File: config.mk
export PLATFORM = sky130hd
export DESIGN_NAME = rx_addr_filter
export DESIGN_NICKNAME = d
export VERILOG_FILES = /design/src/rtl/af_pkg.sv /design/src/rtl/af_regfile.sv /design/src/rtl/af_match.sv /design/src/rtl/rx_addr_filter.sv
export SDC_FILE = /design/constraint.sdc
export NUM_CORES = 1
export LEC_CHECK = 0
export BUFFER_PORTS_ARGS = -buffer_cell sky130_fd_sc_hd__buf_2
export CAP_MARGIN = 20
export CORE_AREA = 10 10 87 89
export CTS_CLUSTER_SIZE = 24
export DETAILED_ROUTE_END_ITERATION = 10
export DIE_AREA = 0 0 97 99
export GPL_ROUTABILITY_DRIVEN = 0
export PLACE_DENSITY = 0.72
export SETUP_SLACK_MARGIN = 0.05
export SLEW_MARGIN = 40
export SYNTH_ARGS = -nofsm -noshare
export SYNTH_HDL_FRONTEND = slang
export SYNTH_SLANG_ARGS = --single-unit
File: constraint.sdc
create_clock -name clk -period 4.2 [get_ports clk]
set_clock_uncertainty 0.15 [all_clocks]
set_input_delay 0.21 -clock clk [delete_from_list [all_inputs] [get_ports clk]]
set_output_delay 0.21 -clock clk [all_outputs]
set_load 0.005 [all_outputs]
File: src/rtl/af_pkg.sv
package af_pkg;
  localparam int NUM_ADDR = 4;
  localparam int NUM_MASK = 2;
  localparam int SEL_W    = $clog2(NUM_ADDR + NUM_MASK);

  typedef enum logic [SEL_W-1:0] {
    SEL_ADR0 = 3'd0,
    SEL_ADR1 = 3'd1,
    SEL_ADR2 = 3'd2,
    SEL_ADR3 = 3'd3,
    SEL_MSK0 = 3'd4,
    SEL_MSK1 = 3'd5
  } reg_sel_e;
endpackage

File: src/rtl/af_regfile.sv
module af_regfile
  import af_pkg::*;
#(
  parameter int BYTE_W = 8
) (
  input  logic                             clk,
  input  logic                             rst_n,
  input  logic                             we,
  input  logic [SEL_W-1:0]                 sel,
  input  logic [BYTE_W-1:0]                wdata,
  output logic [NUM_ADDR-1:0][BYTE_W-1:0]  adr_q,
  output logic [NUM_MASK-1:0][BYTE_W-1:0]  msk_q
);
  localparam int NUM_REGS = NUM_ADDR + NUM_MASK;

  // Unmapped select values; brought out for the checks.
  logic sel_unmapped;
  assign sel_unmapped = (sel >= SEL_W'(NUM_REGS));

  for (genvar a = 0; a < NUM_ADDR; a++) begin : g_adr
    always_ff @(posedge clk or negedge rst_n) begin
      if (!rst_n)                          adr_q[a] <= '0;
      else if (we && sel == SEL_W'(a))     adr_q[a] <= wdata;
    end

    AST_ADR_WRITE: assert property (@(posedge clk) disable iff (!rst_n)
      we && sel == SEL_W'(a) |=> adr_q[a] == $past(wdata));
  end

  for (genvar m = 0; m < NUM_MASK; m++) begin : g_msk
    always_ff @(posedge clk or negedge rst_n) begin
      if (!rst_n)                                 msk_q[m] <= '0;
      else if (we && sel == SEL_W'(NUM_ADDR + m)) msk_q[m] <= wdata;
    end

    AST_MSK_WRITE: assert property (@(posedge clk) disable iff (!rst_n)
      we && sel == SEL_W'(NUM_ADDR + m) |=> msk_q[m] == $past(wdata));
  end

  AST_UNMAPPED_NO_WRITE: assert property (@(posedge clk) disable iff (!rst_n)
    we && sel_unmapped |=> $stable(adr_q) && $stable(msk_q));
endmodule

File: src/rtl/af_match.sv
module af_match
  import af_pkg::*;
#(
  parameter int BYTE_W = 8
) (
  input  logic                             wide,
  input  logic [2*BYTE_W-1:0]              rx_addr,
  input  logic [NUM_ADDR-1:0][BYTE_W-1:0]  adr_q,
  input  logic [NUM_MASK-1:0][BYTE_W-1:0]  msk_q,
  output logic                             ones_hit,
  output logic                             hit
);
  localparam int PAIR_W    = 2 * BYTE_W;
  localparam int NUM_PAIRS = NUM_ADDR / 2;

  // Equality with don't-care bits: a 1 in msk ignores that bit.
  function automatic logic masked_eq(input logic [PAIR_W-1:0] rx,
                                     input logic [PAIR_W-1:0] ref_v,
                                     input logic [PAIR_W-1:0] msk);
    return ((rx ^ ref_v) & ~msk) == '0;
  endfunction

  logic [NUM_ADDR-1:0]  lane_hit;
  logic [NUM_PAIRS-1:0] pair_hit;
  logic [BYTE_W-1:0]    rx_lo;

  assign rx_lo = rx_addr[BYTE_W-1:0];

  for (genvar i = 0; i < NUM_ADDR; i++) begin : g_lane
    logic [BYTE_W-1:0] lane_msk;
    if (i < NUM_MASK) begin : g_masked
      assign lane_msk = msk_q[i];
    end else begin : g_exact
      assign lane_msk = '0;
    end
    assign lane_hit[i] = masked_eq(PAIR_W'(rx_lo), PAIR_W'(adr_q[i]), PAIR_W'(lane_msk));
  end

  for (genvar p = 0; p < NUM_PAIRS; p++) begin : g_pair
    logic [PAIR_W-1:0] pair_msk;
    if (2 * p + 1 < NUM_MASK) begin : g_masked
      assign pair_msk = {msk_q[2*p+1], msk_q[2*p]};
    end else begin : g_exact
      assign pair_msk = '0;
    end
    assign pair_hit[p] = masked_eq(rx_addr, {adr_q[2*p+1], adr_q[2*p]}, pair_msk);
  end

  assign ones_hit = wide ? (&rx_addr) : (&rx_lo);
  assign hit      = ones_hit | (wide ? (|pair_hit) : (|lane_hit));

  always_comb begin
    if (!wide && rx_lo == adr_q[NUM_ADDR-1]) begin
      AST_EXACT_LANE_HITS: assert (hit);
    end
  end
endmodule

File: src/rtl/rx_addr_filter.sv
module rx_addr_filter
  import af_pkg::*;
#(
  parameter int BYTE_W = 8
) (
  input  logic                clk,
  input  logic                rst_n,
  input  logic                reg_we,
  input  logic [SEL_W-1:0]    reg_sel,
  input  logic [BYTE_W-1:0]   reg_wdata,
  input  logic                wide_mode,
  input  logic [2*BYTE_W-1:0] rx_addr,
  input  logic                addr_done,
  output logic                accept
);
  logic [NUM_ADDR-1:0][BYTE_W-1:0] adr_q;
  logic [NUM_MASK-1:0][BYTE_W-1:0] msk_q;
  logic match_hit;
  logic match_ones;
  logic accept_q;

  af_regfile #(.BYTE_W(BYTE_W)) u_regs (
    .clk   (clk),
    .rst_n (rst_n),
    .we    (reg_we),
    .sel   (reg_sel),
    .wdata (reg_wdata),
    .adr_q (adr_q),
    .msk_q (msk_q)
  );

  af_match #(.BYTE_W(BYTE_W)) u_match (
    .wide     (wide_mode),
    .rx_addr  (rx_addr),
    .adr_q    (adr_q),
    .msk_q    (msk_q),
    .ones_hit (match_ones),
    .hit      (match_hit)
  );

  // Result register: loads only on a strobe, holds otherwise.
  always_ff @(posedge clk or negedge rst_n) begin
    if (!rst_n)         accept_q <= 1'b0;
    else if (addr_done) accept_q <= match_hit;
  end

  assign accept = accept_q;

  AST_STROBE_LOADS: assert property (@(posedge clk) disable iff (!rst_n)
    addr_done |=> accept == $past(match_hit));
  AST_ACCEPT_HOLDS: assert property (@(posedge clk) disable iff (!rst_n)
    !addr_done |=> $stable(accept));
  AST_BROADCAST_ACCEPT: assert property (@(posedge clk) disable iff (!rst_n)
    addr_done && match_ones |=> accept);
  AST_WRITE_AND_STROBE: assert property (@(posedge clk) disable iff (!rst_n)
    addr_done && reg_we |=> accept == $past(match_hit));
endmodule

---- Yosys cells after proc, flatten, opt, wreduce, memory -nomap -nowiden ----
Index checks and enable logic that the tools add are counted.
Widths: inputs -> output; s select.
storage, ports and cells
  bits in registers ....................... 49
  input bits .............................. 32
  output and inout port bits .............. 1
  logic and storage cells ................. 44
operators by class
  eq/ne operators ......................... 5
  mux-type cells .......................... 2
  bitwise operators ....................... 13
  reduce and logical (&&, ||, !) cells .... 17
operator list
  operator            count
  $logic_not 16->1    6
  $and 16x16->16      3
  $not 8->16          2
  $xor 16x16->16      2
  $xor 8x8->8         4
  $not 16->16         1
  $reduce_and 16->1   1
  $reduce_and 8->1    1
  $eq 3x2->1 const B  2
  $eq 3x3->1 const B  2
  $logic_and 1x1->1   6
  $reduce_or 4->1     1
  $eq 3x1->1 const B  1
  $logic_not 3->1     1
  $mux 1              2
  $reduce_or 2->1     1
  $or 1x1->1          1

---- Longest topological paths before layout ----
Gate-level depths: netlist (run 1).
  depth after elaboration ................. 6
  gate-level depth with buffers ........... 6
  mapped depth without buffers ............ 5

---- By module ----
From an unflattened synthesis (run 1), not the netlist that was laid out.
second synthesis, totals
  cells, all modules ...................... 196
  area, all modules ....................... 2567.5 sq um
by module, submodules not included
  module          times used  cells an instance  area an instance (sq um)  sequential area each (sq um)
  af_regfile      1           106                1833.0                    1201.2
  af_match        1           88                 694.4                     0.0
  rx_addr_filter  1           2                  40.0                      25.0

---- Worst setup path after synthesis (run 1) ----
OpenSTA, ideal clock, no wires.
  path kind ............................... in2reg
  start ................................... in reg_sel[1]
  end ..................................... reg u_regs.adr_q[0] (netlist bit)
  setup time .............................. 0.125 ns
  data arrival time ....................... 1.080 ns
  required time ........................... 3.925 ns
  slack ................................... 2.845 ns
  stages .................................. 3
  path buffers ............................ 1
  path through ............................ clkbuf_2 nor3b_4 mux2_2
between the ends
  longest elaborated chain between the ends .. 2
ends and longest elaborated chain
  item                             RTL line             RTL
  from (decl)                      rx_addr_filter.sv:9  input logic [SEL_W-1:0] reg_sel,
  $logic_not 3->1                  af_regfile.sv:23     else if (we && sel == SEL_W'(a)) adr_q[a] <= wdata;
  $logic_and 1x1->1                af_regfile.sv:23
  to (signal, indexed assignment)  af_regfile.sv:23
  to (decl)                        af_regfile.sv:11     output logic [NUM_ADDR-1:0][BYTE_W-1:0] adr_q,
No other way between the ends.
A chain may end at the register's enable or synchronous reset.

---- Worst setup path in the final report (run 1) ----
  start ................................... reg u_regs.adr_q[11] (netlist bit)
  end ..................................... reg accept_q, in the netlist accept
between the ends
  longest elaborated chain between the ends .. 6
  elaborated cells on any way between the ends .. 10
  those cells by class .................... mux: 1; bitwise: 5; reduce/logical: 4
ends and longest elaborated chain
  item                                                RTL line              RTL
  $xor 8x8->8 or $xor 16x16->16 (tied branches)       af_match.sv:20        return ((rx ^ ref_v) & ~msk) == '0;
  $and 16x16->16                                      af_match.sv:20
  $logic_not 16->1                                    af_match.sv:20
  $reduce_or 4->1 or $reduce_or 2->1 (tied branches)  af_match.sv:50        assign hit = ones_hit | (wide ? (|pair_hit) : (|lane_hit));
  $mux 1 (*)                                          af_match.sv:50
  $or 1x1->1 (*)                                      af_match.sv:50
  to (signal assigned)                                rx_addr_filter.sv:44  else if (addr_done) accept_q <= match_hit;
  to (decl)                                           rx_addr_filter.sv:20  logic accept_q;
Mark *: on every way between the ends. The rest lies on a longest branch, timed or not.

==> results of run 1 <==
## metrics by stage
step	instance area, um2	cells
final	2860	310
after global placement	2760	301
after detailed placement	2770	301
after CTS	2860	310
after floorplan	2560	205
after global routing	2860	310
## worst max-delay path, delay by kind of cell, from the launching register on
kind                      cells  cell delay (ns)
AOI/OAI and AO/OA             2             0.23
xor gates and xnor gates      1             0.15
DFF                           1             0.42
and+or+nand+nor               2             0.51
## Yosys cell counts
cell and count:
a21boi_0 1, a2bb2oi_1 1, and3b_1 1, buf_2 10, clkbuf_2 1, dfrtp_1 49
mux2_2 48, nand2_1 3, nand3_1 3, nand4_1 9, nand4b_2 1, nor2_1 7
nor2_2 1, nor2b_4 1, nor3_4 1, nor3b_4 1, nor4_1 4, o2111ai_1 1
o21ai_0 3, o22ai_1 11, xnor2_1 47, xor2_1 1
## sequential cells by signal, indices dropped and copies added, names as in the netlist
signal        flops
accept            1
u_regs.adr_q     32
u_regs.msk_q     16
## cell usage in the layout, fill, tap and decap left out
cell type / n
dfrtp_1: 49
mux2_2: 48
xnor2_1: 47
buf_2: 31
o22ai_1: 11
nand4_1: 9
nor2_1: 7
clkbuf_8: 5
nor4_1: 4
nand2_1: 3
nand3_1: 3
o21ai_0: 3
clkbuf_1: 2
nor2b_4: 1
nor2_2: 1
nand4b_2: 1
a21boi_0: 1
xor2_1: 1
a2bb2oi_1: 1
o2111ai_1: 1
nor3_4: 1
and3b_1: 1
nor3b_4: 1
clkinvlp_4: 1
dlygate4sd3_1: 1
buf_4: 1
## worst min path at each step
| stage | start | end | slack (ns) | cells past startpoint |
|---|---|---|---|---|
| floorplan | rst_n | accept | -0.24 | 0 |
| CTS | wide_mode | accept | 0.04 | 2 |
| finish | wide_mode | accept | 0.04 | 2 |
| detailed placement | rst_n | u_regs.adr_q[7] | 0.12 | 1 |
| global route | wide_mode | accept | 0.05 | 2 |
| global placement | rst_n | u_regs.msk_q[3] | 0.32 | 1 |
## layout make-up
type / instances / share of cell area, %
clock inverter: 1 / 0.263
sequential: 49 / 42.9
tap: 75 / 3.28
multi-input combinational: 145 / 44.9
timing repair buffer: 33 / 6.04
clock buffer: 7 / 2.67
## timing repair
item	in CTS	in global routing
hold endpoints to repair	49	0
setup endpoints to repair	0	0
hold buffers	1	0
## power by group
part	internal (mW)	switching, mW	leakage [nW]
sequential	0.576	0.0871	0.588
combinational	0.196	0.131	0.507
clock	0.118	0.153	0.0385
total	0.890	0.371	1.13
## kinds of logic after synthesis
family,after synthesis,synth area share (%)
DFF,49,47.8
and+or+nand+nor,32,8.30
AOI/OAI and AO/OA,17,4.25
buffers and inverters,11,2.15
muxes,48,21.1
xor gates and xnor gates,48,16.4
## layer usage
layer | vias to the layer above | part of all wire, % | global-route usage (%)
met5 | - | 0 | 0
met4 | 0 | 1.5 | 4.77
met3 | 8 | 4.8 | 2.23
met2 | 39 | 49 | 19.8
met1 | 862 | 44 | 15.2
li1 | 788 | - | -
==> impl_results.html, run 1 <==
<table>
<tr><th>Metric</th><th>Value</th></tr>
<tr><th colspan="2">Place</th></tr>
<tr><td>Number of port buffers</td><td>32</td></tr>
<tr><td>DP Wirelength</td><td>4.38 mm</td></tr>
<tr><td>Post-Place Worst Slack</td><td>2.59 ns</td></tr>
<tr><th colspan="2">Floorplanning</th></tr>
<tr><td>Top-Level Pins</td><td>33</td></tr>
<tr><td>Core region area</td><td>0.00585 mm2</td></tr>
<tr><td>Starting density of the core</td><td>43.8%</td></tr>
<tr><td>X dimension of the die</td><td>97 um</td></tr>
<tr><td>Die height</td><td>99 um</td></tr>
<tr><td>Die ar.</td><td>0.00960 mm2</td></tr>
<tr><td>Number of standard-cell rows in the floorplan</td><td>28</td></tr>
<tr><th colspan="2">Drt</th></tr>
<tr><td>ANT nets after route</td><td>0</td></tr>
<tr><td>Detailed Routing Iterations Pass 1</td><td>4</td></tr>
<tr><td>Sum of routed wire length over all layers</td><td>5.64 mm</td></tr>
<tr><td>Violation count after the first detailed-routing iteration</td><td>91</td></tr>
<tr><td>Remaining design rule violation count</td><td>0</td></tr>
<tr><td>Detailed-route via count</td><td>1697</td></tr>
<tr><td>Average wire per standard cell</td><td>18.2 um</td></tr>
<tr><td>Ratio of routed vias to standard cells</td><td>5.47</td></tr>
<tr><th colspan="2">Final layout</th></tr>
<tr><td>Area taken by flip-flops and latches</td><td>0.00123 mm2</td></tr>
<tr><td>Number of antenna repair diodes</td><td>0</td></tr>
<tr><td>Share of post-route cells with drive strength above 1</td><td>38.7%</td></tr>
<tr><td>Core occupancy in the finished layout</td><td>48.9%</td></tr>
<tr><td>Synthesis-to-layout area growth</td><td>11.5%</td></tr>
<tr><td>Number of nets at the end of the flow</td><td>266</td></tr>
<tr><td>Multi-input gate area in the final layout</td><td>0.00128 mm2</td></tr>
<tr><td>Fill cell total of the finished layout</td><td>520</td></tr>
<tr><th colspan="2">Clocking</th></tr>
<tr><td>Max H-tree Level</td><td>2</td></tr>
<tr><td>Deepest clock path buffer count</td><td>2</td></tr>
<tr><td>CTS sink count</td><td>49</td></tr>
<tr><td>Setup bufs post-CTS</td><td>0</td></tr>
<tr><td>Cells resized by post-CTS repair</td><td>0</td></tr>
<tr><td>TritonCTS Buffers</td><td>5</td></tr>
<tr><td>Cell at the root of the clock tree</td><td>clkbuf_8</td></tr>
<tr><td>Insertion delay of the later-clocked pin in the worst-skew pair</td><td>0.29 ns</td></tr>
<tr><td>Clock transition at the registers of the reported paths</td><td>0.09 ns</td></tr>
<tr><td>CTS tree</td><td>done</td></tr>
<tr><th colspan="2">Worst setup path</th></tr>
<tr><td>Cells along the critical path</td><td>xnor2_1 -&gt; o22ai_1 -&gt; nor4_1 -&gt; nand3_1 -&gt; o2111ai_1</td></tr>
<tr><td>Highest net fanout along the worst path</td><td>3</td></tr>
<tr><td>Capture point of the critical path</td><td>accept</td></tr>
<tr><td>WS Path Type</td><td>flip-flop to flip-flop</td></tr>
<tr><td>Critical path launch point type</td><td>flip-flop</td></tr>
<tr><td>Crit path arrival time</td><td>1.62 ns</td></tr>
<tr><td>Setup crit start</td><td>u_regs.adr_q[11]</td></tr>
<tr><td>Worst path max stage delay</td><td>0.42 ns</td></tr>
<tr><td>Reg2reg path depth</td><td>5</td></tr>
<tr><td>Endpoint kind of the worst setup timing path</td><td>flip-flop</td></tr>
<tr><td>Startpoint of the most critical register-to-register path</td><td>u_regs.adr_q[11]</td></tr>
<tr><td>Worst R2R End</td><td>accept</td></tr>
<tr><td>Register-to-register setup slack</td><td>2.66 ns</td></tr>
<tr><td>Required arrival time at the worst endpoint</td><td>4.27 ns</td></tr>
<tr><td>Slowest cell on the critical path</td><td>dfrtp_1</td></tr>
<tr><th colspan="2">Yosys</th></tr>
<tr><td>Synth Net Count</td><td>237</td></tr>
<tr><td>Area contributors post-synth</td><td>dfrtp_1 (48%), mux2_2 (21%), xnor2_1 (16%)</td></tr>
<tr><td>Number of synthesized register bits</td><td>49</td></tr>
<tr><td>Netlist area before placement</td><td>0.00256 mm2</td></tr>
<tr><td>Yosys synthesis warning count</td><td>0</td></tr>
<tr><td>Portion of synthesized cell area occupied by the leading cell type</td><td>47.8%</td></tr>
<tr><td>Average footprint of a synthesized cell</td><td>12.5 um2</td></tr>
<tr><td>Yosys top cell by area</td><td>dfrtp_1</td></tr>
<tr><td>Cell count after synthesis</td><td>205</td></tr>
<tr><td>Post-synthesis cell type count</td><td>22</td></tr>
<tr><td>Portion of the post-synthesis area used by sequential elements</td><td>47.8%</td></tr>
<tr><th colspan="2">Timing</th></tr>
<tr><td>Final setup vio count</td><td>0</td></tr>
<tr><td>Worst hold margin</td><td>0.0435 ns</td></tr>
<tr><td>Final setup slack of the worst path</td><td>2.66 ns</td></tr>
<tr><td>Highest achievable clock rate</td><td>648 MHz</td></tr>
<tr><td>Fin crit share</td><td>36.7%</td></tr>
<tr><td>Count of final hold-check violations</td><td>0</td></tr>
<tr><td>Setup tns final</td><td>0 ns</td></tr>
<tr><td>Min Tclk post-route</td><td>1.54 ns</td></tr>
<tr><td>Slew of the pin with the lowest slew margin</td><td>0.621 ns</td></tr>
<tr><td>Rel. slew slack</td><td>58.6%</td></tr>
<tr><td>Total count of max-transition violations in the final report</td><td>0</td></tr>
<tr><td>Setup repair after global routing missed its margin</td><td>no</td></tr>
<tr><th colspan="2">Pwr</th></tr>
<tr><td>Worst vdd rail ir drop</td><td>0.000201 V</td></tr>
<tr><td>P_leak</td><td>1.13 nW</td></tr>
<tr><td>Total power divided by cell area</td><td>441 mW/mm2</td></tr>
<tr><td>Final total power</td><td>1.26 mW</td></tr>
<tr><th colspan="2">GRT</th></tr>
<tr><td>Number of global-route vias before repair</td><td>1798</td></tr>
<tr><td>Global routing usage summed across all routing layers</td><td>12.0%</td></tr>
<tr><td>Pin count of the biggest net entering global routing</td><td>50</td></tr>
<tr><td>GR Overflow Total</td><td>0</td></tr>
<tr><td>Number of antenna violations at the first check in global routing</td><td>0</td></tr>
<tr><td>Global-route wire length before repair</td><td>9.45 mm</td></tr>
<tr><th colspan="2">Min path</th></tr>
<tr><td>Tightest Hold Check Type</td><td>input pin to flip-flop</td></tr>
<tr><th colspan="2">Status</th></tr>
<tr><td>Run status</td><td>finished, final reports clean</td></tr>
<tr><th colspan="2">Job</th></tr>
<tr><td>Maximum capacitance violations</td><td>0</td></tr>
</table>
(Power assumes the default switching activity.)
==> inputs of run 2 (changes only) <==
PLACE_DENSITY = 0.75   (was 0.72)
clock period = 1.3 ns   (was 4.2 ns; I/O delays follow)
==> run 2 against run 1 <==
The flow now finishes with violations (negative setup slack). Utilization is 6.0 points higher. Routed wire length is 9.9% higher. Sequential cell count stayed put. Hold slack better by 0.027 ns. First-iteration DRC count is 24% lower. Total power grew to 3.4 times the previous value. Cell count is 8.4% higher. Maximum frequency is 5.5% higher. Sequential share of layout area is 4.7 points lower. Critical path type unchanged. Highest routed layer unchanged.
==> impl_results.html, run 2 (synthesized netlist as in run 1, its figures left out) <==
<table>
<tr><th>Metric</th><th>Value</th></tr>
<tr><th colspan="2">Floorplanning</th></tr>
<tr><td>Starting density of the core</td><td>43.8%</td></tr>
<tr><td>Die ar.</td><td>0.00960 mm2</td></tr>
<tr><td>X dimension of the die</td><td>97 um</td></tr>
<tr><td>Core region area</td><td>0.00585 mm2</td></tr>
<tr><td>Number of standard-cell rows in the floorplan</td><td>28</td></tr>
<tr><td>Top-Level Pins</td><td>33</td></tr>
<tr><td>Die height</td><td>99 um</td></tr>
<tr><th colspan="2">Worst setup path</th></tr>
<tr><td>Capture point of the critical path</td><td>accept</td></tr>
<tr><td>Reg2reg path depth</td><td>5</td></tr>
<tr><td>Endpoint kind of the worst setup timing path</td><td>flip-flop</td></tr>
<tr><td>Highest net fanout along the worst path</td><td>2</td></tr>
<tr><td>Worst R2R End</td><td>accept</td></tr>
<tr><td>Critical path launch point type</td><td>flip-flop</td></tr>
<tr><td>WS Path Type</td><td>flip-flop to flip-flop</td></tr>
<tr><td>Crit path arrival time</td><td>1.54 ns</td></tr>
<tr><td>Setup crit start</td><td>u_regs.adr_q[0]</td></tr>
<tr><td>Required arrival time at the worst endpoint</td><td>1.37 ns</td></tr>
<tr><td>Startpoint of the most critical register-to-register path</td><td>u_regs.adr_q[0]</td></tr>
<tr><td>Register-to-register setup slack</td><td>-0.16 ns</td></tr>
<tr><th colspan="2">Timing</th></tr>
<tr><td>Worst hold margin</td><td>0.0709 ns</td></tr>
<tr><td>Total count of max-transition violations in the final report</td><td>0</td></tr>
<tr><td>Min Tclk post-route</td><td>1.46 ns</td></tr>
<tr><td>Setup tns final</td><td>-0.162 ns</td></tr>
<tr><td>Highest achievable clock rate</td><td>684 MHz</td></tr>
<tr><td>Final setup vio count</td><td>1</td></tr>
<tr><td>Count of final hold-check violations</td><td>0</td></tr>
<tr><td>Setup repair after global routing missed its margin</td><td>yes</td></tr>
<tr><td>Slew of the pin with the lowest slew margin</td><td>0.415 ns</td></tr>
<tr><td>Fin crit share</td><td>112%</td></tr>
<tr><td>Final setup slack of the worst path</td><td>-0.162 ns</td></tr>
<tr><td>Rel. slew slack</td><td>72.3%</td></tr>
<tr><th colspan="2">Min path</th></tr>
<tr><td>Tightest Hold Check Type</td><td>input pin to flip-flop</td></tr>
<tr><th colspan="2">Pwr</th></tr>
<tr><td>Switching Share</td><td>30.3%</td></tr>
<tr><td>P_leak</td><td>1.30 nW</td></tr>
<tr><td>Relative contribution of sequential cells to total power</td><td>50.6%</td></tr>
<tr><td>Total power divided by cell area</td><td>1320 mW/mm2</td></tr>
<tr><td>Switching power total</td><td>1.28 mW</td></tr>
<tr><td>Part of the power in the clock network</td><td>20.7%</td></tr>
<tr><td>Internal Dissipation</td><td>2.96 mW</td></tr>
<tr><td>Comb pwr share</td><td>28.7%</td></tr>
<tr><td>Final total power</td><td>4.24 mW</td></tr>
<tr><td>Worst vdd rail ir drop</td><td>0.000599 V</td></tr>
<tr><th colspan="2">Clocking</th></tr>
<tr><td>CTS tree</td><td>done</td></tr>
<tr><td>Deepest clock path buffer count</td><td>2</td></tr>
<tr><td>Clock transition at the registers of the reported paths</td><td>0.09 ns</td></tr>
<tr><td>CTS sink count</td><td>49</td></tr>
<tr><td>Cell at the root of the clock tree</td><td>clkbuf_8</td></tr>
<tr><td>Max H-tree Level</td><td>2</td></tr>
<tr><td>Insertion delay of the later-clocked pin in the worst-skew pair</td><td>0.30 ns</td></tr>
<tr><td>TritonCTS Buffers</td><td>5</td></tr>
<tr><th colspan="2">Drt</th></tr>
<tr><td>Detailed-route via count</td><td>1795</td></tr>
<tr><td>Remaining design rule violation count</td><td>0</td></tr>
<tr><td>Average wire per standard cell</td><td>18.5 um</td></tr>
<tr><td>Ratio of routed vias to standard cells</td><td>5.34</td></tr>
<tr><td>Detailed Routing Iterations Pass 1</td><td>4</td></tr>
<tr><td>ANT nets after route</td><td>0</td></tr>
<tr><td>Sum of routed wire length over all layers</td><td>6.20 mm</td></tr>
<tr><td>Violation count after the first detailed-routing iteration</td><td>69</td></tr>
<tr><th colspan="2">Place</th></tr>
<tr><td>Number of port buffers</td><td>32</td></tr>
<tr><td>DP Wirelength</td><td>4.83 mm</td></tr>
<tr><td>Cell area reported after detailed placement</td><td>0.00299 mm2</td></tr>
<tr><td>Total placed cells including tap cells</td><td>318</td></tr>
<tr><th colspan="2">Status</th></tr>
<tr><td>Run status</td><td>finished with violations</td></tr>
<tr><td>Violated checks</td><td>negative setup slack</td></tr>
<tr><th colspan="2">GRT</th></tr>
<tr><td>Number of antenna violations at the first check in global routing</td><td>0</td></tr>
<tr><td>Global-route wire length before repair</td><td>10.0 mm</td></tr>
<tr><td>Global routing usage summed across all routing layers</td><td>12.9%</td></tr>
<tr><td>GR Overflow Total</td><td>0</td></tr>
<tr><td>Pin count of the biggest net entering global routing</td><td>21</td></tr>
<tr><td>Number of global-route vias before repair</td><td>1980</td></tr>
<tr><th colspan="2">Final layout</th></tr>
<tr><td>Register with the most flip-flops</td><td>u_regs.adr_q</td></tr>
<tr><td>Share of post-route cells with drive strength above 1</td><td>43.3%</td></tr>
<tr><td>Number of flip-flops under the largest register name</td><td>32</td></tr>
<tr><td>Number of antenna repair diodes</td><td>0</td></tr>
<tr><td>Commonest non-fill, non-tap cell in the layout</td><td>dfrtp_1</td></tr>
<tr><td>Synthesis-to-layout area growth</td><td>25.1%</td></tr>
<tr><td>Number of nets at the end of the flow</td><td>292</td></tr>
<tr><td>Most used cells in the layout excluding fill and tap cells</td><td>dfrtp_1 (49), mux2_2 (48), xnor2_1 (46)</td></tr>
<tr><td>Post-layout instance area</td><td>0.00321 mm2</td></tr>
<tr><td>Non-Filler Instances</td><td>336</td></tr>
<tr><th colspan="2">Job</th></tr>
<tr><td>Maximum capacitance violations</td><td>0</td></tr>
</table>
run 2: power by group through the flow:
stage	clock network, mW	registers [mW]	logic (mW)
after floorplan	0	2.10	0.828
after global placement	0	2.15	1.11
after detailed placement	0	2.18	1.14
after CTS	0.897	2.15	1.19
after global routing	0.956	2.19	1.32
final	0.879	2.15	1.22
run 2: repair_timing:
action	4_1_cts	5_1_grt
hold buffers	10	0
pin swaps	3	1
endpoints found under the hold margin	98	0
setup buffers	0	0
resized for setup	3	2
endpoints found under the setup margin	1	1
run 2: worst min path at each step:
| stage | slack (ns) | cells past startpoint | end | from |
|---|---|---|---|---|
| floorplan | -0.38 | 0 | accept | rst_n |
| CTS | 0.04 | 4 | accept | addr_done |
| global route | 0.07 | 4 | accept | addr_done |
| finish | 0.07 | 4 | accept | addr_done |
| global placement | -0.12 | 1 | accept | rst_n |
| detailed placement | -0.13 | 1 | u_regs.adr_q[12] | rst_n |
run 2: through the flow:
stage               worst slack [ns]  util, %
finish                        -0.162     54.8
global route                  -0.264     54.8
CTS                           -0.215     54.6
detailed placement            -0.325     51.1
global placement              -0.240     51.1
floorplan                    -0.0417        -
run 2: cell type report:
class	instances	area (um2)
fillers	501	2640
multi-input cells	145	1320
flip-flops and latches	49	1230
repair buffers	59	488
well taps	75	93.8
clock buffers	6	72.6
clock inverters	2	10.0
run 2: worst max-delay path: stages, from the launching register on:
cell	delay, ns
dfrtp_1	0.39
xnor2_1	0.17
o22ai_2	0.12
nor4_4	0.30
nand2_1	0.09
o2111ai_1	0.17
run 2: per-layer routing:
metal / vias to the layer above / part of all wire [%] / routed length (um) / track usage, %
li1: 836 / - / - / -
met1: 908 / 43 / 2670 / 15.4
met2: 42 / 51 / 3150 / 22.3
met3: 9 / 4.6 / 284 / 3.00
met4: 0 / 1.6 / 102 / 4.20
met5: - / 0 / 0 / 0
